--- src/rtl/mbx_irq_pkg.sv ---
package mbx_irq_pkg;
  localparam int NUM_SIDES = 2;
  localparam int SIDE_LEFT = 0;
  localparam int SIDE_RIGHT = 1;

  typedef struct packed {
    logic [NUM_SIDES-1:0] raiseReq;
    logic [NUM_SIDES-1:0] dropReq;
  } flag_strobe_t;
endpackage

--- src/rtl/mbx_port_decode.sv ---
module mbx_port_decode #(
  parameter int ADDR_W = 16,
  parameter logic [ADDR_W-1:0] OWN_BOX = '1,
  parameter logic [ADDR_W-1:0] PEER_BOX = '0
) (
  input  logic              portSel,
  input  logic              portWr,
  input  logic              portOe,
  input  logic [ADDR_W-1:0] portAddr,
  input  logic              portBusy,
  output logic              peerRaise,
  output logic              ownDrop
);
  logic granted;
  logic hitOwn;
  logic hitPeer;

  always_comb begin
    granted   = portSel && !portBusy;
    hitOwn    = (portAddr == OWN_BOX);
    hitPeer   = (portAddr == PEER_BOX);
    peerRaise = granted && portWr && hitPeer;
    ownDrop   = granted && !portWr && portOe && hitOwn;
  end
endmodule

--- src/rtl/mbx_ctrl.sv ---
module mbx_ctrl
  import mbx_irq_pkg::*;
#(
  parameter int ADDR_W = 16
) (
  input  logic [NUM_SIDES-1:0]             sideSel,
  input  logic [NUM_SIDES-1:0]             sideWr,
  input  logic [NUM_SIDES-1:0]             sideOe,
  input  logic [NUM_SIDES-1:0][ADDR_W-1:0] sideAddr,
  input  logic [NUM_SIDES-1:0]             sideBusy,
  output flag_strobe_t                     strobes
);
  localparam logic [ADDR_W-1:0] RIGHT_BOX = '1;
  localparam logic [ADDR_W-1:0] LEFT_BOX = RIGHT_BOX - 1'b1;

  logic [NUM_SIDES-1:0] peerRaise;
  logic [NUM_SIDES-1:0] ownDrop;

  for (genvar s = 0; s < NUM_SIDES; s++) begin : g_side
    localparam logic [ADDR_W-1:0] OWN_BOX = (s == SIDE_RIGHT) ? RIGHT_BOX : LEFT_BOX;
    localparam logic [ADDR_W-1:0] PEER_BOX = (s == SIDE_RIGHT) ? LEFT_BOX : RIGHT_BOX;
    mbx_port_decode #(
      .ADDR_W(ADDR_W),
      .OWN_BOX(OWN_BOX),
      .PEER_BOX(PEER_BOX)
    ) u_dec (
      .portSel(sideSel[s]),
      .portWr(sideWr[s]),
      .portOe(sideOe[s]),
      .portAddr(sideAddr[s]),
      .portBusy(sideBusy[s]),
      .peerRaise(peerRaise[s]),
      .ownDrop(ownDrop[s])
    );
    // A write by side s raises the flag of the opposite side.
    assign strobes.raiseReq[NUM_SIDES-1-s] = peerRaise[s];
    assign strobes.dropReq[s] = ownDrop[s];
  end
endmodule

--- src/rtl/mbx_flags.sv ---
module mbx_flags
  import mbx_irq_pkg::*;
(
  input  logic                 clk,
  input  logic                 rstN,
  input  flag_strobe_t         strobes,
  output logic [NUM_SIDES-1:0] flagN
);
  for (genvar s = 0; s < NUM_SIDES; s++) begin : g_flag
    always_ff @(posedge clk) begin
      if (!rstN)
        flagN[s] <= 1'b1;
      else if (strobes.raiseReq[s])
        flagN[s] <= 1'b0;
      else if (strobes.dropReq[s])
        flagN[s] <= 1'b1;
    end

    // a set wins even when a clear arrives in the same cycle
    p_set_wins_r8: assert property (@(posedge clk) disable iff (!rstN)
      strobes.raiseReq[s] |=> !flagN[s]);
    // a lone clear releases the line
    p_clear_high_r4: assert property (@(posedge clk) disable iff (!rstN)
      (strobes.dropReq[s] && !strobes.raiseReq[s]) |=> flagN[s]);
    // with no strobe the flag keeps its level
    p_hold_r5: assert property (@(posedge clk) disable iff (!rstN)
      (!strobes.dropReq[s] && !strobes.raiseReq[s]) |=> $stable(flagN[s]));
  end
endmodule

--- src/rtl/mbx_irq_top.sv ---
module mbx_irq_top
  import mbx_irq_pkg::*;
#(
  parameter int ADDR_W = 16
) (
  input  logic              clk,
  input  logic              rstN,
  input  logic              leftSel,
  input  logic              leftWr,
  input  logic              leftOe,
  input  logic [ADDR_W-1:0] leftAddr,
  input  logic              leftBusy,
  input  logic              rightSel,
  input  logic              rightWr,
  input  logic              rightOe,
  input  logic [ADDR_W-1:0] rightAddr,
  input  logic              rightBusy,
  output logic              leftIntN,
  output logic              rightIntN
);
  localparam logic [ADDR_W-1:0] TOP_WORD = '1;

  flag_strobe_t         strobes;
  logic [NUM_SIDES-1:0] flagN;

  mbx_ctrl #(.ADDR_W(ADDR_W)) u_ctrl (
    .sideSel({rightSel, leftSel}),
    .sideWr({rightWr, leftWr}),
    .sideOe({rightOe, leftOe}),
    .sideAddr({rightAddr, leftAddr}),
    .sideBusy({rightBusy, leftBusy}),
    .strobes(strobes)
  );

  mbx_flags u_flags (
    .clk(clk),
    .rstN(rstN),
    .strobes(strobes),
    .flagN(flagN)
  );

  assign leftIntN  = flagN[SIDE_LEFT];
  assign rightIntN = flagN[SIDE_RIGHT];

  // reset leaves both lines inactive
  p_reset_high_r9: assert property (@(posedge clk)
    !rstN |=> (leftIntN && rightIntN));
  // a busy left port cannot pull the right line low
  p_busy_no_set_r6: assert property (@(posedge clk) disable iff (!rstN)
    leftBusy |=> !$fell(rightIntN));
  // a busy right port cannot release its own line
  p_busy_no_clear_r7: assert property (@(posedge clk) disable iff (!rstN)
    rightBusy |=> !$rose(rightIntN));
  // a left write anywhere but the right mailbox never pulls the right line low
  p_self_write_r10: assert property (@(posedge clk) disable iff (!rstN)
    (leftSel && leftWr && leftAddr != TOP_WORD) |=> !$fell(rightIntN));
endmodule

--- config.mk ---
export PLATFORM = sky130hd
export DESIGN_NAME = mbx_irq_top
export DESIGN_NICKNAME = d
export VERILOG_FILES = /design/src/rtl/mbx_irq_pkg.sv /design/src/rtl/mbx_port_decode.sv /design/src/rtl/mbx_ctrl.sv /design/src/rtl/mbx_flags.sv /design/src/rtl/mbx_irq_top.sv
export SDC_FILE = /design/constraint.sdc
export NUM_CORES = 1
export LEC_CHECK = 0
export ABC_AREA = 1
export BUFFER_PORTS_ARGS = -buffer_cell sky130_fd_sc_hd__buf_4
export CAP_MARGIN = 20
export CORE_AREA = 2 2 39 41
export CTS_BUF_LIST = sky130_fd_sc_hd__clkbuf_4 sky130_fd_sc_hd__clkbuf_8
export DETAILED_ROUTE_END_ITERATION = 10
export DIE_AREA = 0 0 41 43
export GPL_TIMING_DRIVEN = 0
export SLEW_MARGIN = 20
export SYNTH_ARGS = -nofsm -noshare
export SYNTH_HDL_FRONTEND = slang
export SYNTH_SLANG_ARGS = --single-unit
export TNS_END_PERCENT = 30
--- constraint.sdc ---
create_clock -name clk -period 0.8 [get_ports clk]
set_clock_uncertainty 0.15 [all_clocks]
set_input_delay 0.12 -clock clk [delete_from_list [all_inputs] [get_ports clk]]
set_output_delay 0.12 -clock clk [all_outputs]
set_load 0.005 [all_outputs]
Word-level counts from Yosys, hierarchy flattened

Cells that the tools add are included.

Shift operators: 0
Muxes and demuxes: 4
Add/subtract/negate cells: 0
Reduce and logical (&&, ||, !) cells: 18
Multipliers: 0
Equal/unequal tests: 4
Order comparisons: 0
Div/mod/pow operators: 0
Bitwise gates (word level): 0

Operators by type and width:

| kind                   | count |
|---|---|
| $eq A16 B16 Y1 const B | 4 |
| $logic_and A1 B1 Y1    | 12 |
| $logic_not A1 Y1       | 4 |
| $mux W1                | 4 |
| $reduce_bool A2 Y1     | 2 |

Bits in registers: 2
Memory bits (read-only): 0
RAM bits: 0
Latch bits: 0
Memories kept: 0
Bits of input ports: 42

Logic depth before layout (Yosys ltp)

Depth in word-level cells: 7
Mapped depth: 8
Mapped depth without buffers: 8

Hierarchy

From an unflattened synthesis, not the netlist that was laid out.

Cell total of the unflattened synthesis: 49
Area, all modules: 229.0 um^2

By module, submodules not included:

| module                                   | instances | seq. area each (um^2) | cells each | area an instance (um^2) |
|---|---|---|---|---|
| mbx_port_decode (u_ctrl.g_side[1].u_dec) | 1         | 0.0                   | 21         | 83.8 |
| mbx_port_decode (u_ctrl.g_side[0].u_dec) | 1         | 0.0                   | 20         | 80.1 |
| mbx_flags                                | 1         | 40.0                  | 8          | 65.1 |

Worst setup path after synthesis

No wires, ideal clock.

Path type: input -> register
Start point: input port leftSel
End point: register u_flags.flagN[1]
Required time: 538 ps
Setup time: 112 ps
Setup slack: -8 ps
Arrival: 546 ps
Path buffers: 0
Cell stages on the path: 7
Cell sequence: inv_1 -> nor2_1 -> nand2_1 -> nor2_2 -> nand4_1 -> nand2_1 -> nand2_1

Word-level cells in the longest chain between the ends: 4
Elaborated cells between the ends (all ways): 5
Classes of those cells: 1 x mux; 4 x reduce/logical

RTL lines:

| element                                              | RTL line              | source |
|---|---|---|
| start: declaration                                   | mbx_irq_top.sv:8      | `input logic leftSel,` |
| $logic_and A1 B1 Y1 (*)                              | mbx_port_decode.sv:19 | `granted = portSel && !portBusy;` |
| $logic_and A1 B1 Y1 (*) (2 in series)                | mbx_port_decode.sv:22 | `peerRaise = granted && portWr && hitPeer;` |
| $mux W1 / $reduce_bool A2 Y1 (equally long branches) | --                    |  |
| end signal: indexed assignment                       | mbx_flags.sv:12       | `flagN[s] <= 1'b1;` |
| end signal: indexed assignment                       | mbx_flags.sv:14       | `flagN[s] <= 1'b0;` |
| end signal: indexed assignment                       | mbx_flags.sv:16       | `flagN[s] <= 1'b1;` |
| end: declaration                                     | mbx_flags.sv:7        | `output logic [NUM_SIDES-1:0] flagN` |

Every way passes the cells marked *; elsewhere a longest branch is shown, timed or not.
A chain may end at the register's enable or synchronous reset.

Worst setup path after layout

Start point: register u_flags.flagN[1]
End point: output port rightIntN

RTL lines:

| element          | RTL line          | source |
|---|---|---|
| end: declaration | mbx_irq_top.sv:19 | `output logic rightIntN` |

No word-level cell between the ends.

==> results.md <==
- Gr ovfl total: 0
- Inserted Diodes: 0
- Max FO, Critical Path: 2
- Post-synthesis average cell area: between 4 and 5 sq um
- Largest net degree at the start of global routing: 3
- Placement Cell Area: around 590 sq um
- CP arrival: between 600 and 700 ps
- Post-synth top cells: 25 x nand2_1, 9 x nor2_1, 6 x inv_1
- Power Total: between 0.5 and 0.6 mW
- Post-synthesis sequential area ratio: 0.160
- FF-to-FF Start: u_flags.flagN[1]
- Die width: between 40 and 50 microns
- Fraction of registers with async set/reset: 0
- CTS Buf Count: 3
- Top FF cell, synth: dfxtp_1
- Iter 0 DRT Violations: 0
- CP startpoint kind: flip-flop
- Hold Path Depth: 2
- Unrepaired setup endpoints after global routing: true
- Cell area power density: approximately 830 mW/mm^2
- WL/cell: 7.96 microns
- Final Hold Viols: 2
- Post-synth EDFFs: 0
- Netlist cell types: 9
- Clk pin slew, worst setup/hold paths: 30 ps
- Multi-input gate area: ~190 sq um
- Clk sinks: 2
- Hold WS: -89.5 ps
- TritonRoute pass-1 iters: 1
- Initial antenna violation count: 0
- Violated checks: negative hold slack, negative setup slack
- Post-layout instance area: ~630 sq um
- Slew Limit Headroom: 0.912
- Tmin final: 917 ps
- Combinational share of power: 0.368
- Syn-to-layout area delta: 150%
- Status: finished, violations left
- Worst-case clock buffer depth: 2
- CTS H-tree lvls: 1
- Setup TNS Final: -240 ps
- Syn_nets: 94
- Final HPWL DP: 787 microns
- Clk pwr share: 0.438
- Vias in the first global route: approximately 460
- Initial core utilization: 0.181
- Synthesized netlist cell count: between 50 and 60
- Switching share of power: 0.213
- Port Buffers: 43
- Top cells by area, synth: nand2_1 38%, dfxtp_1 16%, nor2_1 14%, inv_1 9.0%, nor2_2 7.5%
- WS Path Type: reg2out
- Finish-stage setup viols: 3
- Clk Latency, worst-skew pair: around 230 ps
- Post-route ant nets: 0
- Hold Path Sink: u_flags.flagN[1]
- Register name with the most flops: u_flags.flagN
- Area share of the largest cell type after synthesis: 0.375
- GPL Wtd Cong: roughly 0.65
- First-pass GRT wire length: ~1500 microns
- # rows: 14
- CTS tree: done
- Maximum clock frequency: approximately 1100 MHz
- Register area: ~43 sq um
- Max reg flops: 2
- Crit path cell chain: buf_6
- Final wirelength: slightly above 900 microns
- HP Class: in2reg
- Cell accounting for the most synthesized area: nand2_1
- Layout cell share with drive strength beyond 1: 0.520
- Top Registers: u_flags.flagN: 2 flops
- Core area: 0.00138 sq mm
- Final Worst Setup Slack: -117 ps
- Final core utilization: 0.452
- Slowest CP cell: dfxtp_2
- Sw Pwr: between 0.1 and 0.15 mW
- VDD IR max: 0.750 mV
- Buffers and inverters on the worst path: 1
- Internal power: slightly above 0.4 mW
- Routed vias/inst: slightly above 4
- Synth Register Bits: 2
- R2r worst-path depth: 3
- Fin nets: approximately 140
- CTS Root Cell: clkbuf_4
- CP delay by family, top: flip-flops
- DR vias: 465
- Most numerous cell in the Yosys netlist: nand2_1
- Final slew viol count: 0
- Fill cell count: between 150 and 200
- Drc violations: 0
- Sequential share of power: 0.194
- CP max stage delay: around 310 ps
- Max Cap Viol: 0
- Mapped Area: about 250 sq um
- # IOs: between 40 and 50
- GRT Total Usage: 0.124
- RR Endpoint: u_flags.flagN[1]
- LEAKAGE: 0.359 nW
- R2R setup slack: -20 ps
- Die area: 0.00176 sq mm
- Worst setup EP type: primary output
- Postcts setup bufs: 0
- Slew @ Worst Pin: around 130 ps
- Synth Warn #: 0
- Die height: approximately 43 microns
- Period Utilization, post-route: 1.15
- Hold_sp: rstN
- CP required: roughly 530 ps
==> how the worst max path moves through the flow <==
| stage | end | from | cells after the start | slack (ps) |
|---|---|---|---|---|
| after global placement | u_flags.flagN[0] | rightBusy | 9 | -210 |
| final | rightIntN | u_flags.flagN[1] | 1 | -120 |
| after detailed placement | u_flags.flagN[0] | rightBusy | 9 | -230 |
| after CTS | rightIntN | u_flags.flagN[1] | 1 | -120 |
| after global routing | rightIntN | u_flags.flagN[1] | 1 | -140 |
| after floorplan | u_flags.flagN[0] | rightBusy | 8 | 2 |
==> layout make-up <==
class | count | area share
timing repair buffer | 43 | 0.528
multi-input combinational | 44 | 0.300
sequential | 2 | 0.0680
clock buffer | 3 | 0.0360
inverter | 6 | 0.0360
tap | 16 | 0.0320
==> power groups by stage <==
stage          Combinational, mW  Clock [mW]  Sequential [mW]
2_1_floorplan             0.0351           0            0.102
3_3_place_gp               0.188           0            0.102
3_5_place_dp               0.192           0            0.102
4_1_cts                    0.193       0.235            0.100
5_1_grt                    0.214       0.260            0.100
6_report                   0.190       0.227            0.100
==> placed cells by master (no fill, tap or decap) <==
cell,count
dfxtp_2,2
nand4_1,2
nor2_1,9
nand2_1,25
inv_1,6
buf_6,2
nor2_2,3
and3_1,1
buf_4,41
nand3_1,3
o21bai_1,1
clkbuf_4,3
==> cell families (layout without fill, tap and decap cells) <==
group,count (synthesis),after routing,synth area share
AND/OR/NAND/NOR,43,43,0.720
AO/OA/AOI/OAI,1,1,0.0300
buffers and inverters,6,52,0.0900
flip-flops,2,2,0.160
==> per-stage QoR <==
step / cells / setup WS (ps)
3_3_place_gp: 111 / -207
3_5_place_dp: 111 / -231
4_1_cts: 114 / -119
2_1_floorplan: 52 / 1.99
5_1_grt: 114 / -144
6_report: 114 / -117
==> repair_timing <==
item                                    CTS  global route
gates resized for setup                   4             0
endpoints found under the setup margin    3             4
hold endpoints to repair                  2             2
==> routing by layer <==
layer  global-route usage  vias to the layer above  part of all wire
li1                     -                      251                 -
met1                0.105                      186              0.35
met2                0.234                       28              0.50
met3               0.0681                        0              0.15
met4               0.0200                        0                 0
met5                    0                        -                 0
No activity file was read; power rests on OpenSTA's default activity.
